[src/rtl/sertx_pkg.sv]
package sertx_pkg;
  localparam int MAX_CHAR = 8;
  localparam int FRAME_W  = MAX_CHAR + 2;
  localparam int TICK_W   = 8;
  localparam int CNT_W    = 4;

  typedef struct packed {
    logic [1:0] charLen;
    logic       parityEn;
    logic       paritySel;
    logic [1:0] stopCode;
    logic [1:0] clkFactor;
  } txCfg_t;

  typedef struct packed {
    logic load;
    logic shift;
  } txStrobe_t;

  function automatic logic [TICK_W-1:0] bitTicksOf(logic [1:0] f);
    case (f)
      2'b10:   return TICK_W'(16);
      2'b11:   return TICK_W'(64);
      default: return TICK_W'(1);
    endcase
  endfunction

  function automatic logic [TICK_W-1:0] stopTicksOf(logic [1:0] s, logic [TICK_W-1:0] b);
    case (s)
      2'b10:   return (b == TICK_W'(1)) ? TICK_W'(2) : TICK_W'(b + (b >> 1));
      2'b11:   return TICK_W'(b << 1);
      default: return b;
    endcase
  endfunction
endpackage

[src/rtl/sertx_ctrl.sv]
module sertx_ctrl
  import sertx_pkg::*;
(
  input  logic      clk,
  input  logic      rstN,
  input  logic      tickEn,
  input  logic      holdValid,
  input  txCfg_t    cfg,
  output txStrobe_t strb,
  output logic      busy
);
  logic              inStop;
  logic [TICK_W-1:0] tickCnt, bitTicks, stopLen, limit;
  logic [CNT_W-1:0]  bitsLeft;
  logic              lastTick;

  always_comb begin
    limit      = inStop ? stopLen : bitTicks;
    lastTick   = tickEn && (tickCnt == limit - TICK_W'(1));
    strb.load  = !busy && holdValid;
    strb.shift = busy && lastTick;
  end

  always_ff @(posedge clk) begin
    if (!rstN) begin
      busy     <= 1'b0;
      inStop   <= 1'b0;
      tickCnt  <= '0;
      bitsLeft <= '0;
      bitTicks <= TICK_W'(1);
      stopLen  <= TICK_W'(1);
    end else if (strb.load) begin
      busy     <= 1'b1;
      inStop   <= 1'b0;
      tickCnt  <= '0;
      bitsLeft <= CNT_W'(6) + CNT_W'(cfg.charLen) + CNT_W'(cfg.parityEn);
      bitTicks <= bitTicksOf(cfg.clkFactor);
      stopLen  <= stopTicksOf(cfg.stopCode, bitTicksOf(cfg.clkFactor));
    end else if (busy && tickEn) begin
      if (lastTick) begin
        tickCnt <= '0;
        if (inStop) begin
          busy <= 1'b0;
        end else begin
          if (bitsLeft == CNT_W'(1)) inStop <= 1'b1;
          bitsLeft <= bitsLeft - CNT_W'(1);
        end
      end else begin
        tickCnt <= tickCnt + TICK_W'(1);
      end
    end
  end
endmodule

[src/rtl/sertx_dpath.sv]
module sertx_dpath
  import sertx_pkg::*;
(
  input  logic                clk,
  input  logic                rstN,
  input  logic                wrEn,
  input  logic [MAX_CHAR-1:0] wrData,
  input  txCfg_t              cfg,
  input  txStrobe_t           strb,
  output logic                holdValid,
  output logic                lineBit
);
  logic [MAX_CHAR-1:0] holdReg, masked;
  logic [FRAME_W-1:0]  shReg, frameVec;
  logic                parityBit;
  int                  nBits;

  always_comb begin
    nBits  = 5 + int'(cfg.charLen);
    masked = '0;
    for (int i = 0; i < MAX_CHAR; i++)
      if (i < nBits) masked[i] = holdReg[i];
    parityBit = (^masked) ^ ~cfg.paritySel;
    frameVec    = '1;
    frameVec[0] = 1'b0;
    for (int i = 0; i < MAX_CHAR; i++)
      if (i < nBits) frameVec[i+1] = masked[i];
    if (cfg.parityEn) frameVec[nBits+1] = parityBit;
  end

  always_ff @(posedge clk) begin
    if (!rstN) begin
      holdValid <= 1'b0;
      holdReg   <= '0;
      shReg     <= '1;
    end else begin
      if (strb.load) begin
        holdValid <= 1'b0;
        shReg     <= frameVec;
      end else begin
        if (wrEn && !holdValid) begin
          holdValid <= 1'b1;
          holdReg   <= wrData;
        end
        if (strb.shift) shReg <= {1'b1, shReg[FRAME_W-1:1]};
      end
    end
  end

  assign lineBit = shReg[0];
endmodule

[src/rtl/sertx_top.sv]
module sertx_top
  import sertx_pkg::*;
(
  input  logic                clk,
  input  logic                rstN,
  input  logic                tickEn,
  input  logic                wrEn,
  input  logic [MAX_CHAR-1:0] wrData,
  input  logic [1:0]          charLen,
  input  logic                parityEn,
  input  logic                paritySel,
  input  logic [1:0]          stopCode,
  input  logic [1:0]          clkFactor,
  input  logic                sendBreak,
  output logic                txLine,
  output logic                txRdy,
  output logic                txEmpty
);
  txCfg_t    cfg;
  txStrobe_t strb;
  logic      busy, holdValid, lineBit;

  assign cfg = '{charLen: charLen, parityEn: parityEn, paritySel: paritySel,
                 stopCode: stopCode, clkFactor: clkFactor};

  sertx_ctrl ctrl_i (
    .clk(clk), .rstN(rstN), .tickEn(tickEn), .holdValid(holdValid),
    .cfg(cfg), .strb(strb), .busy(busy)
  );

  sertx_dpath dpath_i (
    .clk(clk), .rstN(rstN), .wrEn(wrEn), .wrData(wrData), .cfg(cfg),
    .strb(strb), .holdValid(holdValid), .lineBit(lineBit)
  );

  assign txLine  = lineBit & ~sendBreak;
  assign txRdy   = ~holdValid;
  assign txEmpty = ~holdValid & ~busy;
endmodule

[config.mk]
export PLATFORM = sky130hd
export DESIGN_NAME = sertx_top
export DESIGN_NICKNAME = d
export VERILOG_FILES = /design/src/rtl/sertx_pkg.sv /design/src/rtl/sertx_ctrl.sv /design/src/rtl/sertx_dpath.sv /design/src/rtl/sertx_top.sv
export SDC_FILE = /design/constraint.sdc
export NUM_CORES = 1
export LEC_CHECK = 0
export BUFFER_PORTS_ARGS = -buffer_cell sky130_fd_sc_hd__buf_2
export CORE_ASPECT_RATIO = 1.4
export CORE_MARGIN = 3
export CORE_UTILIZATION = 49
export DETAILED_ROUTE_END_ITERATION = 6
export PLACE_DENSITY = 0.78
export SLEW_MARGIN = 5
export SYNTH_ARGS = -nofsm -noshare
export SYNTH_HDL_FRONTEND = slang
export SYNTH_SLANG_ARGS = --single-unit
[constraint.sdc]
create_clock -name clk -period 3.93 [get_ports clk]
set_input_delay 0.786 -clock clk [delete_from_list [all_inputs] [get_ports clk]]
set_output_delay 0.786 -clock clk [all_outputs]
set_load 0.005 [all_outputs]
# [Word-level counts from Yosys, hierarchy flattened]
# Index checks and enable logic that the tools add are counted.
[totals] register_bits=49 in_bits=21 output_inout_bits=3 elab_cells=101
[classes] addsub=8 order_cmp=10 eq_ne=8 n_mux=39 bitwise_logic=9 n_reduce_logical=18
[ops] cell="$lt 4x32->1 const A" n=4
[ops] cell="$lt 3x32->1 const A" n=2
[ops] cell="$mux 8" n=5
[ops] cell="$add 32x2->32 const B" n=1
[ops] cell="$ge 32x1->1 const B" n=1
[ops] cell="$lt 1x32->1 const A" n=1
[ops] cell="$lt 2x32->1 const A" n=1
[ops] cell="$lt 32x6->1 const B" n=1
[ops] cell="$mux 10" n=3
[ops] cell="$mux 1" n=23
[ops] cell="$mux 4" n=4
[ops] cell="$pmux 8 s2" n=1
[ops] cell="$pmux 7 s2" n=1
[ops] cell="$bwmux 10" n=1
[ops] cell="$add 3x2->4 const A" n=2
[ops] cell="$add 8x1->8 const B" n=1
[ops] cell="$add 8x7->8" n=1
[ops] cell="$eq 2x2->1 const B" n=4
[ops] cell="$eq 8x1->1 const B" n=1
[ops] cell="$eq 8x8->1" n=1
[ops] cell="$reduce_bool 2->1" n=4
[ops] cell="$reduce_xor 8->1" n=1
[ops] cell="$sub 8x1->8 const B" n=1
[ops] cell="$logic_and 1x1->1" n=6
[ops] cell="other kinds (12)" n=21

# [Longest topological paths before layout]
[logic_depth] depth_word=9 depth_mapped=12 ltp_nobuf=9

# [By module]
# From an unflattened synthesis, not the netlist that was laid out.
[unflattened] cells_unflattened=277 hier_area_um2=2484.9
[modules_own_cells] mod="sertx_ctrl" n_inst=1 cells_per_inst=173 area_per_inst_um2=1473.9 seq_area_each_um2=480.5
[modules_own_cells] mod="sertx_dpath" n_inst=1 cells_per_inst=101 area_per_inst_um2=989.7 seq_area_each_um2=380.4
[modules_own_cells] mod="sertx_top" n_inst=1 cells_per_inst=3 area_per_inst_um2=21.3 seq_area_each_um2=0.0

# [Worst setup path after synthesis]
# OpenSTA, ideal clock, no wires.
[synth_timing] path_kind="flip-flop to flip-flop" startpoint="register ctrl_i.inStop" endpoint="register ctrl_i.bitsLeft[2]" setup_ns=0.120 arrival_ns=2.319 required_time_ns=3.810 setup_slack_ns=1.491 path_stages_with_launch=11 path_buffers=1 period_less_slack_ns=2.439 cell_sequence="dfxtp_1 buf_6 nand2b_1 and2_1 ha_1 xor2_1 xnor2_1 nor3_1 a22oi_1 nor2_4 a211o_1"
[synth_via] elab_chain_len=6 word_cells_on_any_way=7 classes_between="add/sub (1); eq/ne (2); mux (1); reduce/logical (3)"
[synth_rtl] element="start: declaration" line="sertx_ctrl.sv:12" rtl="logic inStop;"
[synth_rtl] element="start signal: assignment" line="sertx_ctrl.sv:27" rtl="inStop <= 1'b0;"
[synth_rtl] element="start signal: assignment" line="sertx_ctrl.sv:34" rtl="inStop <= 1'b0;"
[synth_rtl] element="start signal: assignment" line="sertx_ctrl.sv:45" rtl="if (bitsLeft == CNT_W'(1)) inStop <= 1'b1;"
[synth_rtl] element="$mux 8" line="sertx_ctrl.sv:18" rtl="limit = inStop ? stopLen : bitTicks;"
[synth_rtl] element="$sub 8x1->8" line="sertx_ctrl.sv:19" rtl="lastTick = tickEn && (tickCnt == limit - TICK_W'(1));"
[synth_rtl] element="$eq 8x8->1" line="sertx_ctrl.sv:19"
[synth_rtl] element="$logic_and 1x1->1" line="sertx_ctrl.sv:19"
[synth_rtl] element="$reduce_bool 2->1 (no line)"
[synth_rtl] element="$reduce_and 3->1 (no line) (*)"
[synth_rtl] element="end signal: assignment" line="sertx_ctrl.sv:36" rtl="bitsLeft <= CNT_W'(6) + CNT_W'(cfg.charLen) + CNT_W'(cfg.parityEn);"
[synth_rtl] element="end signal: assignment" line="sertx_ctrl.sv:46" rtl="bitsLeft <= bitsLeft - CNT_W'(1);"
[synth_rtl] element="end: declaration" line="sertx_ctrl.sv:14" rtl="logic [CNT_W-1:0] bitsLeft;"
# Mark *: on every way between the ends. The rest lies on a longest branch, timed or not.
# A chain may end at the register's enable or synchronous reset.

# [Final worst setup path]
[layout_timing] startpoint="register ctrl_i.inStop" endpoint="register ctrl_i.bitsLeft[1]"
# The elaborated chain is that of the path after synthesis.

==> flow_summary.json <==
{
  "ys_ff_latch": 43,
  "ys_types": 59,
  "path_class": "flip-flop to flip-flop",
  "cpLargestDelayFamily": "compound AO/OA/AOI/OAI gates",
  "insertion_delay_ns": 0.30,
  "synth_top_area_cell": "dfxtp_1",
  "use_met1": 0.232,
  "netlist_instances": 301,
  "synth_warnings": 0,
  "end_kind": "flip-flop",
  "drv_slew": 0,
  "die-area_um2": 6280,
  "dp.cells": 373,
  "post-dp-hpwl_mm": 4.50,
  "hold_class": "flip-flop to flip-flop",
  "multi_input_area_um2": 1630,
  "regToRegSetupSlack_ns": 0.88,
  "power_mw": 0.971,
  "numClockSinks": 43,
  "path_clk_slew_ns": 0.08,
  "cp_cell_sequence": "o21ai_0 -> and2_1 -> ha_1 -> xor2_1 -> o211ai_1 -> nor4_2 -> a22o_1 -> a31oi_1 -> or3b_1",
  "worst_hold_slack_ns": 0.514,
  "crit_fanout": 18,
  "wire_per_inst_um": 15.7,
  "synth_enable_flop_cells": 0,
  "final_cell_area_um2": 2810,
  "post-route-period-util": 0.775,
  "cts_max_level": 2,
  "nNetsFinal": 344,
  "io_pins": 24,
  "status": "finished clean",
  "slew_headroom": 0.392,
  "grtUsageTotal": 0.215,
  "final_cell_count_no_fill": 381,
  "tightest_slew_ns": 0.909,
  "postCtsSetupBuffers": 0,
  "cp_slowest_stage_delay_ns": 0.65,
  "cp-start-kind": "flip-flop",
  "fmaxAchievable_mhz": 328,
  "core_um2": 4990,
  "ys.flop_type": "dfxtp_1",
  "power_per_cell_area_nw_per_um2": 345,
  "p_leak_nw": 1.08,
  "final_cell_mix": "dfxtp_1, nand2_1, buf_2",
  "io_buffers": 23,
  "drt_iter0_markers": 114,
  "vias": 2254,
  "layout_commonest_cell": "dfxtp_1",
  "die_w_um": 67.8,
  "synth_area_leaders": "dfxtp_1, mux2i_1, nor2b_1, xnor2_1, nand2_1",
  "fillers": 457,
  "top_usage_layer": "met2",
  "rsz0062_at_grt": "false",
  "diodes": 0,
  "start_util": 0.526,
  "skew_ns": 0.00666,
  "register_area_um2": 861,
  "netlist_area_um2": 2620,
  "cts_buffers": 5,
  "gp_congestion": 0.873,
  "clockRootBuffer": "clkbuf_8",
  "postPlaceCellArea_um2": 2730,
  "tns_ns": 0,
  "holdBufCountCts": 0,
  "grt_pass1_vias": 2239,
  "drc_errors": 0,
  "setup_viol": 0,
  "cp.arrival_ns": 3.22,
  "ys_seq_area_frac": 0.328,
  "cts_buffer_depth": 2,
  "area_growth_pct": 7.20,
  "drive_gt1_frac": 0.158,
  "grtUsageMet3": 0.0340,
  "cp_num_buf_inv": 0,
  "antenna_found_initial": 0,
  "grt_max_degree": 31,
  "cp.required_ns": 4.11,
  "ant_nets": 0,
  "cts_tree": "done",
  "cpMaxStageDelayCell": "a22o_1",
  "finalWirelength_mm": 5.99,
  "met2_usage": 0.371,
  "synth_top_cell_area_share": 0.328,
  "async_flop_share": 0,
  "drv_cap": 0,
  "synth_fp_nets": 329,
  "min_period_ns": 3.05,
  "ir_drop_mv": 0.246,
  "grt_pass1_wl_mm": 10.1,
  "drt-vias-per-instance": 5.92,
  "rows": 30,
  "die_h_um": 92.6,
  "avgSynthCellArea_um2": 8.72,
  "cts_resized": 0,
  "grt_overflow": 0,
  "first_pass_iters": 4,
  "hold_viol": 0
}
[metal layers]
layer	vias up	routed length, um
li1	1109	-
met1	1071	2360
met2	52	3140
met3	22	200
met4	0	284
met5	-	0
[worst register-to-register path, stage by stage (launching register included)]
cell and delay (ns):
dfxtp_1 0.47, o21ai_0 0.22, and2_1 0.20, ha_1 0.30, xor2_1 0.13, o211ai_1 0.14
nor4_2 0.27, a22o_1 0.65, a31oi_1 0.16, or3b_1 0.39
[registers in the layout (all words and copies together) (netlist names)]
signal,flops
ctrl_i.tickCnt,8
dpath_i.holdValid,1
ctrl_i.bitTicks,3
dpath_i.holdReg,8
ctrl_i.bitsLeft,4
ctrl_i.inStop,1
ctrl_i.stopLen,7
dpath_i.shReg,10
ctrl_i.busy,1
[cell usage after synthesis (3+ instances only)]
library cell   n
dfxtp_1       43
nand2_1       24
nor2_1        19
nor2b_1       17
mux2i_1       15
nor3_1        15
a21oi_1       14
nand3_1       11
xnor2_1       11
a211oi_1      10
clkbuf_1      10
a21boi_0       7
ha_1           7
inv_1          7
nand4_1        7
xor2_1         7
nand2b_1       6
o21ai_0        6
and3_1         5
buf_6          5
or2_2          4
a211o_1        3
nor3b_1        3
o211ai_1       3
[final cells by class]
class,count,share of cell area
clock buffers,7,0.0271
clock inverters,1,0.00178
inverters,7,0.00934
multi-input cells,233,0.578
flip-flops and latches,43,0.306
well taps,64,0.0285
repair buffers,26,0.0489
[worst paths after layout]
kind                    start            endpoint  cells past startpoint
min reg2reg  dpath_i.shReg[0]    dpath_i.shReg[0]                      2
min          dpath_i.shReg[0]    dpath_i.shReg[0]                      2
max reg2reg     ctrl_i.inStop  ctrl_i.bitsLeft[1]                      9
max             ctrl_i.inStop  ctrl_i.bitsLeft[1]                      9
[where the power goes]
part	leakage (nW)	internal (mW)	switching, mW
logic	0.683	0.0896	0.121
clock network	0.0422	0.125	0.150
registers	0.351	0.462	0.0233
[through the flow]
step / util / setup slack, ns
global placement: 0.547 / 1.04
global route: 0.563 / 0.602
floorplan: - / 1.49
CTS: 0.563 / 0.893
detailed placement: 0.547 / 0.906
finish: 0.563 / 0.884
[kinds of logic after synthesis]
family                     after synthesis  synth area share
adders and majority gates                7            0.0334
DFF                                     43             0.328
xor gates and xnor gates                19            0.0687
buffers and inverters                   25            0.0520
and+or+nand+nor                        127             0.270
muxes                                   16            0.0615
AOI/OAI and AO/OA                       64             0.186
Power figures use the tool's default switching activity.
